## src/rtl/spi_uart_pkg.sv

```systemverilog
package spi_uart_pkg;
  localparam int FRAME_W = 16;
  localparam int CFG_W   = 14;
  localparam int CHAR_W  = 9;

  // command / response bit positions decoded by neighbours
  localparam int B_WRITE = 15;
  localparam int B_CFG   = 14;
  localparam int B_NOTX  = 10;
  localparam int B_RTS   = 9;

  // configuration field positions
  localparam int C_ONEDEEP = 13;
  localparam int C_SHDN    = 12;
  localparam int C_MTX     = 11;
  localparam int C_MRX     = 10;
  localparam int C_MPAR    = 9;

  typedef struct packed {
    logic              ferr;
    logic [CHAR_W-1:0] word;
  } rx_entry_t;
endpackage

```

## src/rtl/suc_frame.sv

```systemverilog
module suc_frame
  import spi_uart_pkg::*;
(
  input  logic               clk,
  input  logic               rst_n,
  input  logic               sclk,
  input  logic               cs_n,
  input  logic               mosi,
  input  logic [FRAME_W-1:0] resp,
  output logic               miso,
  output logic               start,
  output logic               done,
  output logic               sel_cfg,
  output logic [FRAME_W-1:0] cmd
);
  localparam int CNT_W = $clog2(FRAME_W + 1);
  localparam int IDX_W = $clog2(FRAME_W);

  logic sclk_m, sclk_s, sclk_d, cs_m, cs_s, cs_d, mosi_m, mosi_s;
  logic rise, fall, stop;

  always_ff @(posedge clk or negedge rst_n) begin
    if (!rst_n) begin
      sclk_m <= 1'b0; sclk_s <= 1'b0; sclk_d <= 1'b0;
      cs_m   <= 1'b1; cs_s   <= 1'b1; cs_d   <= 1'b1;
      mosi_m <= 1'b0; mosi_s <= 1'b0;
    end else begin
      sclk_m <= sclk;   sclk_s <= sclk_m; sclk_d <= sclk_s;
      cs_m   <= cs_n;   cs_s   <= cs_m;   cs_d   <= cs_s;
      mosi_m <= mosi;   mosi_s <= mosi_m;
    end
  end

  assign rise  = sclk_s & ~sclk_d;
  assign fall  = ~sclk_s & sclk_d;
  assign start = cs_d & ~cs_s;
  assign stop  = ~cs_d & cs_s;

  logic               active, active_n;
  logic [CNT_W-1:0]   bitcnt, bitcnt_n;
  logic [FRAME_W-2:0] sr, sr_n;
  logic [IDX_W-1:0]   out_idx, out_idx_n;
  logic               sel_n, done_n;
  logic [FRAME_W-1:0] cmd_n;

  always_comb begin
    active_n  = active;
    bitcnt_n  = bitcnt;
    sr_n      = sr;
    out_idx_n = out_idx;
    sel_n     = sel_cfg;
    done_n    = 1'b0;
    cmd_n     = cmd;
    if (start) begin
      active_n  = 1'b1;
      bitcnt_n  = '0;
      out_idx_n = IDX_W'(FRAME_W - 1);
      sel_n     = 1'b0;
    end else if (stop) begin
      active_n = 1'b0;
    end else if (active) begin
      if (rise && (bitcnt < CNT_W'(FRAME_W))) begin
        sr_n     = {sr[FRAME_W-3:0], mosi_s};
        bitcnt_n = bitcnt + CNT_W'(1);
        if (bitcnt == CNT_W'(1)) sel_n = mosi_s;
        if (bitcnt == CNT_W'(FRAME_W - 1)) begin
          done_n = 1'b1;
          cmd_n  = {sr, mosi_s};
        end
      end
      if (fall && (bitcnt != '0) && (out_idx != '0))
        out_idx_n = out_idx - IDX_W'(1);
    end
  end

  always_ff @(posedge clk or negedge rst_n) begin
    if (!rst_n) begin
      active  <= 1'b0;
      bitcnt  <= '0;
      sr      <= '0;
      out_idx <= '0;
      sel_cfg <= 1'b0;
      done    <= 1'b0;
      cmd     <= '0;
    end else begin
      active  <= active_n;
      bitcnt  <= bitcnt_n;
      sr      <= sr_n;
      out_idx <= out_idx_n;
      sel_cfg <= sel_n;
      done    <= done_n;
      cmd     <= cmd_n;
    end
  end

  assign miso = active ? resp[out_idx] : 1'b0;


  done_single_chk: assert property (@(posedge clk) disable iff (!rst_n)
    done |=> !done);


  done_needs_sel_chk: assert property (@(posedge clk) disable iff (!rst_n)
    done |-> $past(active));
endmodule

```

## src/rtl/suc_rx_fifo.sv

```systemverilog
module suc_rx_fifo
  import spi_uart_pkg::*;
#(
  parameter int DEPTH = 16
) (
  input  logic      clk,
  input  logic      rst_n,
  input  logic      push,
  input  rx_entry_t push_ent,
  input  logic      pop,
  input  logic      flush,
  input  logic      one_deep,
  output logic      avail,
  output rx_entry_t head_ent
);
  localparam int PTR_W = (DEPTH > 1) ? $clog2(DEPTH) : 1;
  localparam int CNT_W = $clog2(DEPTH + 1);

  rx_entry_t        mem [DEPTH];
  logic [PTR_W-1:0] wr_ptr, rd_ptr, wr_ptr_n, rd_ptr_n, wr_inc, rd_inc;
  logic [CNT_W-1:0] count, count_n, limit;
  logic             wr_en, rd_en;

  generate
    if ((1 << PTR_W) == DEPTH) begin : g_pow2
      assign wr_inc = wr_ptr + PTR_W'(1);
      assign rd_inc = rd_ptr + PTR_W'(1);
    end else begin : g_wrap
      assign wr_inc = (wr_ptr == PTR_W'(DEPTH - 1)) ? '0 : wr_ptr + PTR_W'(1);
      assign rd_inc = (rd_ptr == PTR_W'(DEPTH - 1)) ? '0 : rd_ptr + PTR_W'(1);
    end
  endgenerate

  always_comb begin
    limit    = one_deep ? CNT_W'(1) : CNT_W'(DEPTH);
    wr_en    = push && !flush && (count < limit);
    rd_en    = pop && !flush && (count != '0);
    wr_ptr_n = wr_en ? wr_inc : wr_ptr;
    rd_ptr_n = rd_en ? rd_inc : rd_ptr;
    count_n  = count + CNT_W'(wr_en) - CNT_W'(rd_en);
    if (flush) begin
      wr_ptr_n = '0;
      rd_ptr_n = '0;
      count_n  = '0;
    end
  end

  always_ff @(posedge clk or negedge rst_n) begin
    if (!rst_n) begin
      wr_ptr <= '0;
      rd_ptr <= '0;
      count  <= '0;
    end else begin
      wr_ptr <= wr_ptr_n;
      rd_ptr <= rd_ptr_n;
      count  <= count_n;
    end
  end

  always_ff @(posedge clk) begin
    if (wr_en) mem[wr_ptr] <= push_ent;
  end

  assign avail    = (count != '0);
  assign head_ent = mem[rd_ptr];


  flush_empty_chk: assert property (@(posedge clk) disable iff (!rst_n)
    flush |=> (count == '0));


  no_overflow_chk: assert property (@(posedge clk) disable iff (!rst_n)
    count <= CNT_W'(DEPTH));


  one_deep_chk: assert property (@(posedge clk) disable iff (!rst_n)
    (one_deep && count <= CNT_W'(1)) |=> (count <= CNT_W'(1)));
endmodule

```

## src/rtl/suc_irq.sv

```systemverilog
module suc_irq (
  input  logic clk,
  input  logic rst_n,
  input  logic rx_avail,
  input  logic tx_ready,
  input  logic head_par,
  input  logic mask_rx,
  input  logic mask_tx,
  input  logic mask_par,
  output logic irq_n
);
  logic irq_n_n;

  always_comb begin
    irq_n_n = ~((rx_avail & mask_rx) |
                (tx_ready & mask_tx) |
                (rx_avail & head_par & mask_par));
  end

  always_ff @(posedge clk or negedge rst_n) begin
    if (!rst_n) irq_n <= 1'b1;
    else        irq_n <= irq_n_n;
  end


  irq_masked_chk: assert property (@(posedge clk) disable iff (!rst_n)
    $fell(irq_n) |-> $past(mask_rx | mask_tx | mask_par));
endmodule

```

## src/rtl/spi_uart_cmd.sv

```systemverilog
module spi_uart_cmd
  import spi_uart_pkg::*;
#(
  parameter int RX_DEPTH = 16
) (
  input  logic              clk,
  input  logic              rst_n,
  input  logic              sclk,
  input  logic              cs_n,
  input  logic              mosi,
  output logic              miso,
  input  logic              cts_in,
  output logic              rts,
  output logic              shutdown,
  output logic              irq_n,
  output logic [CFG_W-1:0]  cfg_word,
  input  logic              rx_push,
  input  logic [CHAR_W-1:0] rx_data,
  input  logic              rx_ferr,
  input  logic              tx_ready,
  output logic              tx_push,
  output logic [CHAR_W-1:0] tx_data
);
  logic               start, done, sel_cfg;
  logic [FRAME_W-1:0] cmd, resp;
  logic               rx_avail, rx_pop, rx_flush;
  rx_entry_t          head, push_ent;

  logic [CFG_W-1:0]  cfg, cfg_n;
  logic              rts_n, txp_n;
  logic [CHAR_W-1:0] txd_n;
  logic              snap_av, snap_txr, snap_cts;
  rx_entry_t         snap_head;

  suc_frame u_frame (
    .clk(clk), .rst_n(rst_n), .sclk(sclk), .cs_n(cs_n), .mosi(mosi),
    .resp(resp), .miso(miso), .start(start), .done(done),
    .sel_cfg(sel_cfg), .cmd(cmd)
  );

  assign push_ent.ferr = rx_ferr;
  assign push_ent.word = rx_data;

  suc_rx_fifo #(.DEPTH(RX_DEPTH)) u_fifo (
    .clk(clk), .rst_n(rst_n), .push(rx_push), .push_ent(push_ent),
    .pop(rx_pop), .flush(rx_flush), .one_deep(cfg[C_ONEDEEP]),
    .avail(rx_avail), .head_ent(head)
  );

  suc_irq u_irq (
    .clk(clk), .rst_n(rst_n), .rx_avail(rx_avail), .tx_ready(tx_ready),
    .head_par(head.word[CHAR_W-1]), .mask_rx(cfg[C_MRX]),
    .mask_tx(cfg[C_MTX]), .mask_par(cfg[C_MPAR]), .irq_n(irq_n)
  );

  // response word: status on top, config or data fields below
  always_comb begin
    resp = '0;
    resp[B_WRITE] = snap_av;
    resp[B_CFG]   = snap_txr;
    if (sel_cfg) begin
      resp[CFG_W-1:0] = cfg;
    end else begin
      resp[B_NOTX]       = snap_head.ferr;
      resp[B_RTS]        = snap_cts;
      resp[CHAR_W-1:0]   = snap_head.word;
    end
  end

  // command execution at frame completion
  always_comb begin
    cfg_n    = cfg;
    rts_n    = rts;
    txp_n    = 1'b0;
    txd_n    = tx_data;
    rx_pop   = 1'b0;
    rx_flush = 1'b0;
    if (done) begin
      case (cmd[B_WRITE:B_CFG])
        2'b11: begin
          cfg_n    = cmd[CFG_W-1:0];
          rx_flush = 1'b1;
        end
        2'b10: begin
          rts_n = cmd[B_RTS];
          if (!cmd[B_NOTX] && tx_ready) begin
            txp_n = 1'b1;
            txd_n = cmd[CHAR_W-1:0];
          end
        end
        2'b00:   rx_pop = snap_av;
        default: ;
      endcase
    end
  end

  always_ff @(posedge clk or negedge rst_n) begin
    if (!rst_n) begin
      cfg       <= '0;
      rts       <= 1'b0;
      tx_push   <= 1'b0;
      tx_data   <= '0;
      snap_av   <= 1'b0;
      snap_txr  <= 1'b0;
      snap_cts  <= 1'b0;
      snap_head <= '0;
    end else begin
      cfg     <= cfg_n;
      rts     <= rts_n;
      tx_push <= txp_n;
      tx_data <= txd_n;
      if (start) begin
        snap_av   <= rx_avail;
        snap_txr  <= tx_ready;
        snap_cts  <= cts_in;
        snap_head <= rx_avail ? head : '0;
      end
    end
  end

  assign cfg_word = cfg;
  assign shutdown = cfg[C_SHDN];


  pop_has_data_chk: assert property (@(posedge clk) disable iff (!rst_n)
    rx_pop |-> rx_avail);


  tx_strobe_chk: assert property (@(posedge clk) disable iff (!rst_n)
    tx_push |=> !tx_push);


  cfg_only_on_frame_chk: assert property (@(posedge clk) disable iff (!rst_n)
    !$past(done) |-> $stable(cfg_word));
endmodule

```

## config.mk

```make
export PLATFORM = sky130hd
export DESIGN_NAME = spi_uart_cmd
export DESIGN_NICKNAME = d
export VERILOG_FILES = /design/src/rtl/spi_uart_pkg.sv /design/src/rtl/suc_frame.sv /design/src/rtl/suc_rx_fifo.sv /design/src/rtl/suc_irq.sv /design/src/rtl/spi_uart_cmd.sv
export SDC_FILE = /design/constraint.sdc
export NUM_CORES = 1
export LEC_CHECK = 0
export BUFFER_PORTS_ARGS = -buffer_cell sky130_fd_sc_hd__buf_4
export CELL_PAD_IN_SITES_DETAIL_PLACEMENT = 1
export CELL_PAD_IN_SITES_GLOBAL_PLACEMENT = 2
export CORE_MARGIN = 8
export CORE_UTILIZATION = 41
export CTS_CLUSTER_DIAMETER = 30
export DETAILED_ROUTE_END_ITERATION = 7
export PLACE_DENSITY_LB_ADDON = 0.1
export REMOVE_ABC_BUFFERS = 1
export SYNTH_ARGS = -nofsm -noshare
export SYNTH_HDL_FRONTEND = slang
export SYNTH_SLANG_ARGS = --single-unit
```

## constraint.sdc

```tcl
create_clock -name clk -period 2.88 [get_ports clk]
set_input_delay 0.288 -clock clk [delete_from_list [all_inputs] [get_ports clk]]
set_output_delay 0.288 -clock clk [all_outputs]
set_load 0.1 [all_outputs]
```

==> results.json <==
{
  "run_status": "finished clean",
  "grt_max_degree": 68,
  "sw_frac_of_total_pct": 24.88,
  "path_buf_inv": 3,
  "clockRootBuffer": "clkbuf_16",
  "grt_overflow": 0,
  "p_sw_uw": 3109,
  "startpoint_type": "register",
  "dp_slack_ns": 0.05751,
  "r2r_slack_ns": 0.06,
  "syn_avg_cell_area_um2": 16.25,
  "hold_viol": 0,
  "fmax_mhz": 354.6,
  "relSlewSlack_pct": 35.97,
  "max_stage_delay_ns": 0.38,
  "path_delay_family": "adder cells",
  "path_clk_slew_ns": 0.05,
  "critPathSlowestCell": "fa_2",
  "wirelength_um": 25560,
  "syn_to_final_growth_pct": 26.97,
  "synthTopCellsByArea": "edfxtp_1 44%, dfrtp_1 23%, mux4_2 8.7%",
  "design_area_um2": 13740,
  "grt_pass1_wl_um": 40010,
  "routed_via_density": 5.229,
  "cts_tree": "built",
  "die-height_um": 178.5,
  "track_usage_pct": 16.66,
  "insertedDiodeCount": 0,
  "cts_inserted_buffers": 57,
  "clkSinkCount": 263,
  "syn-instance-count": 666,
  "die_w_um": 178.5,
  "hold_path.startpoint": "rx_data[5]",
  "antenna_left": 0,
  "powerDensity_nw_per_um2": 909.3,
  "top_layer_used": "met4",
  "dpl-instance-area_um2": 11640,
  "maxCapViolCount": 0,
  "synth_common_cells": "160 x edfxtp_1, 99 x dfrtp_1, 63 x nand2_1",
  "num_vias": 6071,
  "worstSkewPairLatency_ns": 0.58,
  "finalPower_uw": 12500,
  "r2r-start": "u_fifo.count[2]$_DFF_PN0_",
  "finalSetupViolCount": 0,
  "start_util_pct": 41.65,
  "syn_area_um2": 10820,
  "ys.flop_type": "edfxtp_1",
  "drive_gt1_share_pct": 33.41,
  "drc": 0,
  "drt_first_pass_iters": 4,
  "seq_area_frac_synth_pct": 68.25,
  "cp.arrival_ns": 3.24,
  "fp-row-count": 59,
  "wl_met1_um": 10560,
  "grt_pass1_vias": 6786,
  "p_comb_share_pct": 11.5,
  "hpwl_um": 15560,
  "crit_path_max_fanout": 4,
  "drv_slew": 0,
  "routed-wl-met2_um": 13200,
  "clock_skew_ns": 0.03105,
  "clock_path_buffers": 3,
  "drt_iter0_drc": 319,
  "setup.worst_path.end_class": "register",
  "p_clk_share_pct": 51.5,
  "setup_slack_ns": 0.05972,
  "dieArea_um2": 31850,
  "p_int_uw": 9387,
  "synth_edf_count": 160,
  "ir_drop_mv": 0.6971,
  "sequentialPowerShare_pct": 37.0,
  "period_share_pct": 97.93,
  "power.leakage_uw": 0.005459,
  "yosys_warnings": 0,
  "ios": 46,
  "rsz0062_at_grt": "true",
  "fin_crit_ns": 2.820,
  "cp-startpoint": "u_fifo.count[2]$_DFF_PN0_",
  "final_nets": 819,
  "fin_util_pct": 52.88,
  "antenna_found_initial": 0,
  "portBuffers": 45,
  "route.met3.wl_um": 1260,
  "wire_per_inst_um": 22.02,
  "required_ns": 3.29,
  "htree_levels": 2,
  "gp_routability_congestion": 0.7538,
  "synthArstFlopShare_pct": 39.16,
  "core-area_um2": 25980,
  "synth_top_area_share_pct": 44.39,
  "cp_cell_sequence": "inv_1, ha_1, nor4b_2, nor4bb_2, ha_1, inv_1, ha_1, inv_1, fa_2, nor2_2, nor2_1, o21bai_1, xnor2_1, nor2_1",
  "ys_seq_elements": 263,
  "critical_path_class": "reg2reg",
  "yosysMostFrequentCell": "edfxtp_1",
  "whs_ns": 0.02607,
  "tightest_slew_ns": 0.9604,
  "yosys.area.top_type": "edfxtp_1",
  "synth_cell_types": 45,
  "min_path_type": "in2reg"
}
per-layer routing:
metal | global-route usage [%] | vias up
met5 | 0 | -
li1 | - | 2728
met4 | 5.890 | 0
met2 | 28.93 | 122
met3 | 3.345 | 51
met1 | 20.33 | 3170
power groups by stage:
stage | Clock, uW | Sequential, uW | Combinational (uW)
final | 6440 | 4620 | 1440
after global routing | 6740 | 4660 | 1630
after CTS | 6560 | 4610 | 1440
after detailed placement | 0 | 4670 | 1390
after global placement | 0 | 4650 | 1350
after floorplan | 0 | 4620 | 938
logic make-up (layout without fill, tap and decap cells):
kind of cell | Yosys count | in the layout | share of synthesized area [%]
mux | 104 | 104 | 15.60
fa+ha+maj | 22 | 22 | 2.613
compound gates | 58 | 58 | 3.561
flops | 263 | 263 | 68.25
xor+xnor | 10 | 10 | 0.8093
simple gates | 148 | 148 | 6.451
buf+inv | 61 | 221 | 2.717
sequential cells by signal, summed over array words and instances, names as in the netlist, 4 cells and up:
register	count
tx_data	9
u_fifo.count	5
u_frame.out_idx	4
u_frame.sr	15
cfg_word	14
u_fifo.wr_ptr	4
u_frame.cmd	16
snap_head	10
u_fifo.mem	160
u_frame.bitcnt	5
u_fifo.rd_ptr	4
layout by cell type, fill, tap and decap left out, types with 6 or more instances in the layout:
cell type / instances
edfxtp_1: 160
dfrtp_1: 96
buf_4: 77
nand2_1: 63
clkbuf_16: 57
mux4_2: 46
mux2_2: 45
nor2_1: 31
inv_1: 24
ha_1: 21
a21oi_1: 19
mux2i_1: 13
nor2b_1: 10
a22o_1: 10
clkinv_2: 10
dlygate4sd3_1: 10
a211oi_1: 9
clkinv_1: 9
nor3_1: 8
o21ai_0: 8
xnor2_1: 7
bufinv_16: 7
nand3_1: 6
clkbuf_1: 6
final cells by class:
type	count	area, um2
Clock buffer	68	1518
Fill cell	2454	12240
Clock inverter	38	432.9
Sequential cell	263	7391
Multi-Input combinational cell	342	3149
Tap cell	335	419.2
Timing Repair Buffer	91	742.0
Inverter	24	90.09
final timing paths:
path / end / depth (start not counted)
worst min register to register: u_frame.sclk_s$_DFF_PN0_ / 0
worst max register to register: u_fifo.count[4]$_DFF_PN0_ / 14
worst min-delay path: u_fifo.mem[12][5]$_DFFE_PP_ / 1
max in group asynchronous: cfg_word[5]$_DFFE_PN0N_ / 3
min in group asynchronous: u_frame.bitcnt[2]$_DFFE_PN0P_ / 2
worst max-delay path: u_fifo.count[4]$_DFF_PN0_ / 14
metrics by stage:
step           TNS (ns)  std cells
2_1_floorplan    -2.682        629
6_report              0       1161
3_3_place_gp          0       1041
3_5_place_dp          0       1041
4_1_cts        -0.02098       1160
5_1_grt         -0.1562       1161
what timing repair did:
item                                    4_1_cts  5_1_grt
hold endpoints to repair                    119        0
hold buffers                                 10        0
setup buffers                                 3        1
resized for setup                             6        9
endpoints found under the setup margin        2        2
cloned                                        0        0
pin swaps                                     1        3
Power figures use the tool's default switching activity.
